$ cat config.mk
export PLATFORM = sky130hd
export DESIGN_NAME = i2c_regptr_target
export DESIGN_NICKNAME = d
export VERILOG_FILES = /design/src/rtl/i2c_tgt_pkg.sv /design/src/rtl/i2c_line_sync.sv /design/src/rtl/i2c_bus_cond.sv /design/src/rtl/i2c_regfile.sv /design/src/rtl/i2c_tgt_fsm.sv /design/src/rtl/i2c_regptr_target.sv
export SDC_FILE = /design/constraint.sdc
export NUM_CORES = 2
export LEC_CHECK = 0
export BUFFER_PORTS_ARGS = -buffer_cell sky130_fd_sc_hd__buf_2
export CORE_MARGIN = 4
export CORE_UTILIZATION = 58
export CTS_BUF_LIST = sky130_fd_sc_hd__clkbuf_16
export DETAILED_ROUTE_END_ITERATION = 7
export GPL_ROUTABILITY_DRIVEN = 0
export PLACE_DENSITY_LB_ADDON = 0.15
export SYNTH_ARGS = -nofsm -noshare
export SYNTH_HDL_FRONTEND = slang
export SYNTH_SLANG_ARGS = --single-unit
$ cat constraint.sdc
create_clock -name clk -period 6.5 [get_ports clk]
set_input_delay 0.65 -clock clk [delete_from_list [all_inputs] [get_ports clk]]
set_output_delay 0.65 -clock clk [all_outputs]
set_load 0.05 [all_outputs]
$ cat src/rtl/i2c_tgt_pkg.sv
package i2c_tgt_pkg;

  typedef enum logic [3:0] {
    ST_IDLE,
    ST_ADDR,
    ST_ADDR_ACK,
    ST_CMD,
    ST_CMD_ACK,
    ST_WDAT,
    ST_WDAT_ACK,
    ST_RDAT,
    ST_RACK,
    ST_IGNORE
  } tgt_state_e;

  localparam int BYTE_W = 8;

endpackage

$ cat src/rtl/i2c_line_sync.sv
module i2c_line_sync #(
  parameter int W      = 2,
  parameter int STAGES = 2
) (
  input  logic         clk,
  input  logic         rst_n,
  input  logic [W-1:0] raw_i,
  output logic [W-1:0] sync_o,
  output logic [W-1:0] prev_o
);

  generate
    for (genvar b = 0; b < W; b++) begin : g_bit
      logic [STAGES-1:0] chain;
      always_ff @(posedge clk or negedge rst_n) begin
        if (!rst_n) chain <= '1;
        else        chain <= {chain[STAGES-2:0], raw_i[b]};
      end
      assign sync_o[b] = chain[STAGES-1];
    end
  endgenerate

  always_ff @(posedge clk or negedge rst_n) begin
    if (!rst_n) prev_o <= '1;
    else        prev_o <= sync_o;
  end

endmodule

$ cat src/rtl/i2c_bus_cond.sv
module i2c_bus_cond (
  input  logic scl_s,
  input  logic sda_s,
  input  logic scl_p,
  input  logic sda_p,
  output logic scl_rise,
  output logic scl_fall,
  output logic start_evt,
  output logic stop_evt
);

  logic scl_held_high;

  assign scl_held_high = scl_s & scl_p;
  assign scl_rise      = scl_s & ~scl_p;
  assign scl_fall      = ~scl_s & scl_p;
  assign start_evt     = scl_held_high & sda_p & ~sda_s;
  assign stop_evt      = scl_held_high & ~sda_p & sda_s;

endmodule

$ cat src/rtl/i2c_regfile.sv
module i2c_regfile #(
  parameter int AW = 7,
  parameter int DW = 8
) (
  input  logic          clk,
  input  logic          rst_n,
  input  logic          wr_en,
  input  logic [AW-1:0] wr_addr,
  input  logic [DW-1:0] wr_data,
  input  logic [AW-1:0] rd_addr,
  output logic [DW-1:0] rd_data
);

  localparam int DEPTH = 1 << AW;

  logic [DW-1:0] mem [DEPTH];

  always_ff @(posedge clk or negedge rst_n) begin
    if (!rst_n) begin
      for (int i = 0; i < DEPTH; i++) mem[i] <= '0;
    end else if (wr_en) begin
      mem[wr_addr] <= wr_data;
    end
  end

  assign rd_data = mem[rd_addr];

endmodule

$ cat src/rtl/i2c_tgt_fsm.sv
module i2c_tgt_fsm
  import i2c_tgt_pkg::*;
#(
  parameter logic [6:0] ADDR_BASE = 7'h5A,
  parameter int         AW        = 7
) (
  input  logic              clk,
  input  logic              rst_n,
  input  logic              scl_rise,
  input  logic              scl_fall,
  input  logic              start_evt,
  input  logic              stop_evt,
  input  logic              sda_s,
  input  logic [1:0]        strap_sel,
  input  logic [BYTE_W-1:0] rd_data,
  output logic              wr_en,
  output logic [BYTE_W-1:0] wr_data,
  output logic [AW-1:0]     ptr,
  output logic              sda_oe
);

  localparam logic [3:0] BITS_FULL = 4'(BYTE_W);
  localparam logic [3:0] LAST_BIT  = 4'(BYTE_W - 1);

  tgt_state_e        state;
  logic [3:0]        bit_cnt;
  logic [BYTE_W-1:0] rx_sh;
  logic [BYTE_W-1:0] tx_sh;
  logic              rnw;
  logic              m_ack;
  logic [6:0]        own_addr;
  logic              rx_state;
  logic              rx_done;

  assign own_addr = ADDR_BASE + {5'b0, strap_sel};
  assign rx_state = (state == ST_ADDR) || (state == ST_CMD) || (state == ST_WDAT);
  assign rx_done  = rx_state && scl_fall && (bit_cnt == BITS_FULL);
  assign wr_en    = rx_done && (state == ST_WDAT) && !start_evt && !stop_evt;
  assign wr_data  = rx_sh;

  always_ff @(posedge clk or negedge rst_n) begin
    if (!rst_n) begin
      state   <= ST_IDLE;
      bit_cnt <= '0;
      rx_sh   <= '0;
      tx_sh   <= '0;
      rnw     <= 1'b0;
      m_ack   <= 1'b0;
      ptr     <= '0;
      sda_oe  <= 1'b0;
    end else if (start_evt) begin
      state   <= ST_ADDR;
      bit_cnt <= '0;
      sda_oe  <= 1'b0;
    end else if (stop_evt) begin
      state   <= ST_IDLE;
      bit_cnt <= '0;
      sda_oe  <= 1'b0;
    end else begin
      unique case (state)
        ST_ADDR, ST_CMD, ST_WDAT: begin
          if (scl_rise && bit_cnt < BITS_FULL) begin
            rx_sh   <= {rx_sh[BYTE_W-2:0], sda_s};
            bit_cnt <= bit_cnt + 4'd1;
          end else if (rx_done) begin
            bit_cnt <= '0;
            if (state == ST_ADDR) begin
              if (rx_sh[7:1] == own_addr) begin
                rnw    <= rx_sh[0];
                sda_oe <= 1'b1;
                state  <= ST_ADDR_ACK;
              end else begin
                state  <= ST_IGNORE;
              end
            end else if (state == ST_CMD) begin
              ptr    <= rx_sh[AW-1:0];
              sda_oe <= 1'b1;
              state  <= ST_CMD_ACK;
            end else begin
              ptr    <= ptr + 1'b1;
              sda_oe <= 1'b1;
              state  <= ST_WDAT_ACK;
            end
          end
        end
        ST_ADDR_ACK: begin
          if (scl_fall) begin
            bit_cnt <= '0;
            if (rnw) begin
              tx_sh  <= rd_data;
              sda_oe <= ~rd_data[BYTE_W-1];
              ptr    <= ptr + 1'b1;
              state  <= ST_RDAT;
            end else begin
              sda_oe <= 1'b0;
              state  <= ST_CMD;
            end
          end
        end
        ST_CMD_ACK, ST_WDAT_ACK: begin
          if (scl_fall) begin
            sda_oe  <= 1'b0;
            bit_cnt <= '0;
            state   <= ST_WDAT;
          end
        end
        ST_RDAT: begin
          if (scl_fall) begin
            if (bit_cnt == LAST_BIT) begin
              sda_oe <= 1'b0;
              state  <= ST_RACK;
            end else begin
              tx_sh   <= {tx_sh[BYTE_W-2:0], 1'b0};
              sda_oe  <= ~tx_sh[BYTE_W-2];
              bit_cnt <= bit_cnt + 4'd1;
            end
          end
        end
        ST_RACK: begin
          if (scl_rise) begin
            m_ack <= ~sda_s;
          end else if (scl_fall) begin
            bit_cnt <= '0;
            if (m_ack) begin
              tx_sh  <= rd_data;
              sda_oe <= ~rd_data[BYTE_W-1];
              ptr    <= ptr + 1'b1;
              state  <= ST_RDAT;
            end else begin
              sda_oe <= 1'b0;
              state  <= ST_IGNORE;
            end
          end
        end
        default: begin
          sda_oe <= 1'b0;
        end
      endcase
    end
  end

endmodule

$ cat src/rtl/i2c_regptr_target.sv
module i2c_regptr_target
  import i2c_tgt_pkg::*;
#(
  parameter logic [6:0] ADDR_BASE   = 7'h5A,
  parameter int         AW          = 7,
  parameter int         SYNC_STAGES = 2
) (
  input  logic       clk,
  input  logic       rst_n,
  input  logic       scl_i,
  input  logic       sda_i,
  input  logic [1:0] strap_sel,
  output logic       sda_oe
);

  logic              scl_s, sda_s, scl_p, sda_p;
  logic              scl_rise, scl_fall, start_evt, stop_evt;
  logic              wr_en;
  logic [BYTE_W-1:0] wr_data, rd_data;
  logic [AW-1:0]     ptr;

  i2c_line_sync #(.W(2), .STAGES(SYNC_STAGES)) u_sync (
    .clk    (clk),
    .rst_n  (rst_n),
    .raw_i  ({scl_i, sda_i}),
    .sync_o ({scl_s, sda_s}),
    .prev_o ({scl_p, sda_p})
  );

  i2c_bus_cond u_cond (
    .scl_s     (scl_s),
    .sda_s     (sda_s),
    .scl_p     (scl_p),
    .sda_p     (sda_p),
    .scl_rise  (scl_rise),
    .scl_fall  (scl_fall),
    .start_evt (start_evt),
    .stop_evt  (stop_evt)
  );

  i2c_tgt_fsm #(.ADDR_BASE(ADDR_BASE), .AW(AW)) u_fsm (
    .clk       (clk),
    .rst_n     (rst_n),
    .scl_rise  (scl_rise),
    .scl_fall  (scl_fall),
    .start_evt (start_evt),
    .stop_evt  (stop_evt),
    .sda_s     (sda_s),
    .strap_sel (strap_sel),
    .rd_data   (rd_data),
    .wr_en     (wr_en),
    .wr_data   (wr_data),
    .ptr       (ptr),
    .sda_oe    (sda_oe)
  );

  i2c_regfile #(.AW(AW), .DW(BYTE_W)) u_regs (
    .clk     (clk),
    .rst_n   (rst_n),
    .wr_en   (wr_en),
    .wr_addr (ptr),
    .wr_data (wr_data),
    .rd_addr (ptr),
    .rd_data (rd_data)
  );

endmodule

After elaboration in Yosys (flattened, before gate mapping)
Cells that the tools add are included.

word-level totals
  output and inout bits = 1
  word-level logic and storage cells = 284
  input bits = 6
  bits in registers = 1063

operators by class
  add/subtract/negate cells = 3
  bitwise gates (word level) = 17
  eq/ne operators = 32
  magnitude comparators = 3
  muxes and demuxes = 64
  reductions and logical operators = 26

operators with widths
  kind                                                                          number
  1024-bit bitwise mux                                                          1
  7-bit two-way mux                                                             16
  4-bit two-way mux                                                             21
  8-bit binary-select mux with 7-bit select                                     1
  8-bit demux with 7-bit select                                                 1
  7-bit case mux with 3 select lines                                            2
  8-bit two-way mux                                                             3
  4-bit by 1-bit inequality test with 1-bit output, second input constant       6
  4-bit by 3-bit equality test with 1-bit output, second input constant         5
  4-bit case mux with 5 select lines                                            1
  4-bit case mux with 4 select lines                                            1
  1-bit two-way mux                                                             14
  2-bit by 1-bit inequality test with 1-bit output, second input constant       6
  11-bit AND reduction                                                          1
  10-bit AND reduction                                                          1
  1-bit NOT                                                                     9
  9-bit AND reduction                                                           1
  4-bit by 2-bit equality test with 1-bit output, second input constant         2
  4-bit equality test, second input constant                                    2
  8-bit greater-or-equal comparator, second input constant                      1
  8-bit by 1-bit less-than comparator with 1-bit output, second input constant  1
  2-bit inequality test, second input constant                                  4
  4-bit by 2-bit inequality test with 1-bit output, second input constant       2
  7-bit NOT with 8-bit output                                                   1
  25 further kinds                                                              42

Longest topological paths before layout
  depth after elaboration = 11
  gate-level depth with buffers = 12
  depth with buffers taken out = 8

Cells and area by module
Synthesis repeated with hierarchy kept, for this count alone.

second synthesis, totals
  cells, all modules = 3026
  area total of the unflattened synthesis = 48785.5 sq um

by module, submodules not included
  module         cells an instance  seq. area each (sq um)  instances  area an instance (sq um)
  i2c_regfile    2782               25624.6                 1          46464.6
  i2c_tgt_fsm    232                825.8                   1          2115.8
  i2c_line_sync  8                  157.7                   1          172.7
  i2c_bus_cond   4                  0.0                     1          32.5

Least setup slack after synthesis
Ideal clock, no wire load.

  path kind = reg-to-reg
  start = register u_sync.prev_o[1]
  end = register u_regs.mem[601] (netlist name)
  data required time = 6.372 ns
  data arrival time = 2.488 ns
  setup time = 0.128 ns
  period minus slack after synthesis = 2.616 ns
  path slack = 3.884 ns
  stages on the path, launching flop included = 10
  buffers on the path = 3
  cells stage by stage = dfstp_2 nor2b_1 buf_2 nand4b_1 or3_1 buf_2 nor3_2 buf_4 nand2_2 mux2_1

on the way
  cells in the longest elaborated chain, start to end = 6
  elaborated cells between the ends (all ways) = 13
  classes of those cells = bitwise (6); reduce/logical (7)

RTL lines
  element                                                              RTL line                                text
  start: declaration                                                   i2c_line_sync.sv:9                      output logic [W-1:0] prev_o
  start signal: assignment                                             i2c_line_sync.sv:25                     else prev_o <= sync_o;
  1-bit bitwise AND (on tied branches)                                 i2c_bus_cond.sv:14, i2c_bus_cond.sv:16
  1-bit bitwise AND or 1-bit logical AND (tied branches) (2 in a row)  i2c_bus_cond.sv:17, i2c_tgt_fsm.sv:37
  1-bit logical NOT or 1-bit logical AND (tied branches)               i2c_tgt_fsm.sv:38                       assign wr_en = rx_done && (state == ST_WDAT) && !start_evt && !stop_evt;
  1-bit logical AND                                                    i2c_tgt_fsm.sv:38
  1-bit logical AND *                                                  i2c_tgt_fsm.sv:38
  end signal: indexed assignment                                       i2c_regfile.sv:22                       mem[wr_addr] <= wr_data;
  end: declaration                                                     i2c_regfile.sv:16                       logic [DW-1:0] mem [DEPTH];

Every way passes the cells marked *; elsewhere a longest branch is shown, timed or not.
A chain may end at the register's enable or synchronous reset.

Worst setup path after layout
  start = register u_sync.prev_o[1]
  end = register u_regs.mem[859] (netlist name)

Same word-level chain as after synthesis.

==> flow_metrics.py <==
metrics = {
    "power": {
        "power.density_nw_per_um2": 337,
        "vdd_drop_max_v": 0.000329,
        "p_leak_nw": 25.8,
    },
    "status": {
        "violations": "DRC, hold timing",
        "status": "finished with violations",
    },
    "synthesis": {
        "postSynthAreaPerCell_um2": 13.2,
        "async_flop_share_pct": 100,
        "syn_inst": 3676,
        "synthFlopType": "dfrtp_1",
        "synth-edff-count": 0,
        "synth_seq_cells": 1063,
        "synth_nets": 3685,
        "synth_largest_area_cell": "dfrtp_1",
        "yosys_warnings": 0,
        "synth_top_cells_by_area": "dfrtp_1 54%, mux2_2 21%, mux4_2 4.8%",
        "yosys-top-cells-count": "1057 x dfrtp_1, 900 x mux2_2, 323 x nand2_1",
        "yosysMostFrequentCell": "dfrtp_1",
        "seq_area_frac_synth_pct": 54.8,
        "synth_cell_types": 69,
        "synth_top_cell_area_share_pct": 54.5,
        "netlist_area_um2": 48500,
    },
    "routing": {
        "drt.antenna.violating_nets": 0,
        "firstDrtPassIters": 8,
        "initialDrtViolationCount": 3503,
        "drc": 9,
        "routed_wl_mm": 146,
        "via_count": 32900,
        "viasPerCell": 6.90,
        "avgRoutedWirePerCell_um": 30.7,
    },
    "finish": {
        "layout.nets": 3606,
        "fill_cells": 6026,
        "multi_input_area_um2": 20900,
        "area_delta_synth_final_pct": 10.1,
        "regArea_um2": 26600,
        "drive_gt1_share_pct": 36.1,
    },
    "global_routing": {
        "grtUsageTotal_pct": 33.0,
        "grt_max_degree": 195,
        "grt_pass1_vias": 34000,
        "antenna_found_initial": 3,
        "grt_pass1_wl_mm": 221,
        "grt-ovfl-total": 0,
    },
    "sta": {
        "rsz0062_at_grt": "no",
        "relSlewSlack_pct": 15.2,
        "layout_setup_ws_ns": 2.18,
        "final.setup_skew_ns": 0.0170,
        "fmax_ghz": 0.232,
        "setup_tns_ns": 0,
        "setup_viol": 0,
        "fin_crit_ns": 4.32,
        "hold_viol": 15,
        "holdWs_ns": -0.0202,
        "tightest_slew_ns": 1.27,
        "timing.final.crit_share_pct": 66.4,
        "slew_viol_final": 0,
    },
    "clock_tree": {
        "cts_hold_buffers": 0,
        "post_cts.repair.setup_buffers": 0,
        "clk_pin_slew_worst_paths_ns": 0.06,
        "clk_latency_ns": 0.68,
        "cts_buffers": 110,
        "cts_resized": 0,
        "cts_tree": "yes",
        "root_buffer": "clkbuf_16",
        "clkSinkCount": 1063,
        "h-tree-depth": 3,
        "clk_path_buf_depth": 3,
    },
    "worst_setup_path": {
        "path_max_fanout": 11,
        "startpoint_type": "flop",
        "crit_path_top_delay_cell": "nor3_4",
        "path_class": "reg2reg",
        "crit_arrival_ns": 4.88,
        "cp_num_buf_inv": 0,
        "critPathLaunch": "u_sync.prev_o[1]",
        "crit_family": "simple AND/OR/NAND/NOR gates",
        "timing.rr.start": "u_sync.prev_o[1]",
        "endpoint_kind": "flop",
        "cpPeakStageDelay_ns": 1.13,
        "worstPathCellList": "nor2b_1 -> nand4b_1 -> or3_1 -> nor3_4 -> nand2_1 -> mux2_2",
        "cp.required_ns": 7.06,
    },
    "placement": {
        "hpwlAfterDp_mm": 91.7,
        "place_ws_ns": 2.31,
        "portBuffers": 6,
    },
    "floorplan": {
        "die_area_um2": 88400,
        "die_y_um": 297,
        "die_w_um": 297,
        "rows": 105,
        "core_um2": 82500,
        "start_util_pct": 58.8,
        "ioPinCount": 7,
    },
    "worst_hold_path": {
        "hold_path.class": "in2async",
    },
    "job": {
        "maxCapViolCount": 0,
    },
}
[worst paths after layout]
check                                            to  slack [ns]  cells past startpoint
setup / recovery                    u_regs.mem[859]        2.18                      6
hold / removal                      u_regs.mem[288]       -0.02                      1
setup reg to reg                    u_regs.mem[859]        2.18                      6
hold reg to reg            u_sync.g_bit[1].chain[1]        0.36                      0
max in group asynchronous           u_regs.mem[674]        4.85                      2
min in group clk           u_sync.g_bit[1].chain[0]        0.06                      1
[routing by layer]
layer	up-vias	wire length (µm)	GRT usage [%]
met3	536	12300	7.31
met1	17200	58300	44.4
met4	4	9640	18.4
li1	13500	-	-
met2	1611	65900	50.2
met5	-	79	0.541
[placed cells by master, fill, tap and decap left out, types with 60 or more instances in the layout]
| cell | instances |
|---|---|
| mux4_2 | 104 |
| clkbuf_16 | 111 |
| nand2_1 | 323 |
| a21oi_1 | 60 |
| o21ai_0 | 201 |
| dfrtp_1 | 1047 |
| buf_4 | 72 |
| nor2_1 | 84 |
| mux2i_1 | 78 |
| mux2_2 | 900 |
| a221oi_1 | 140 |
| mux2_1 | 83 |
[registers in the layout (all words and copies together) (netlist names)]
signal / cells
u_fsm.wr_data: 8
u_fsm.ptr: 7
u_fsm.sda_oe: 1
u_fsm.state: 4
u_fsm.tx_sh: 7
u_fsm.bit_cnt: 4
u_regs.mem: 1024
u_sync.prev_o: 2
u_fsm.rnw: 1
u_sync.g_bit.chain: 4
u_fsm.m_ack: 1
[worst reg2reg max path: cells and delay by family (launching register included)]
family	cells	cell delay (ns)
mux	1	0.46
flops	1	0.57
simple gates	5	3.19
[where the power goes]
part	leakage, nW	internal, mW	switching [mW]
logic	9.03	1.07	3.14
registers	14.8	6.71	0.536
clock network	1.93	3.89	2.68
[per-stage QoR]
step                cell area [µm²]  utilization [%]  hold WS (ns)  cells  power, mW
global placement              49700             60.2         0.350   4555       11.4
CTS                           53400             64.8        0.0403   4764       18.0
floorplan                     48500                -         0.345   3676       9.54
finish                        53500             64.8       -0.0202   4766       18.0
global route                  53400             64.8        0.0345   4764       18.5
detailed placement            49700             60.2         0.354   4555       11.4
[kinds of logic after synthesis]
| group | share of synthesized area, % |
|---|---|
| muxes | 29.2 |
| and+or+nand+nor | 5.16 |
| xor gates and xnor gates | 0.0722 |
| DFF | 54.8 |
| buffers and inverters | 2.43 |
| adders and majority gates | 0.0773 |
| AOI/OAI and AO/OA | 8.22 |
[area by class of cell]
type | instances | share of cell area [%]
inverters | 12 | 0.0890
repair buffers | 87 | 1.42
clock inverters | 98 | 1.87
diodes | 2 | 0.00936
multi-input cells | 2323 | 39.1
well taps | 1070 | 2.50
clock buffers | 111 | 5.20
flip-flops and latches | 1063 | 49.9
(Power assumes the default switching activity.)
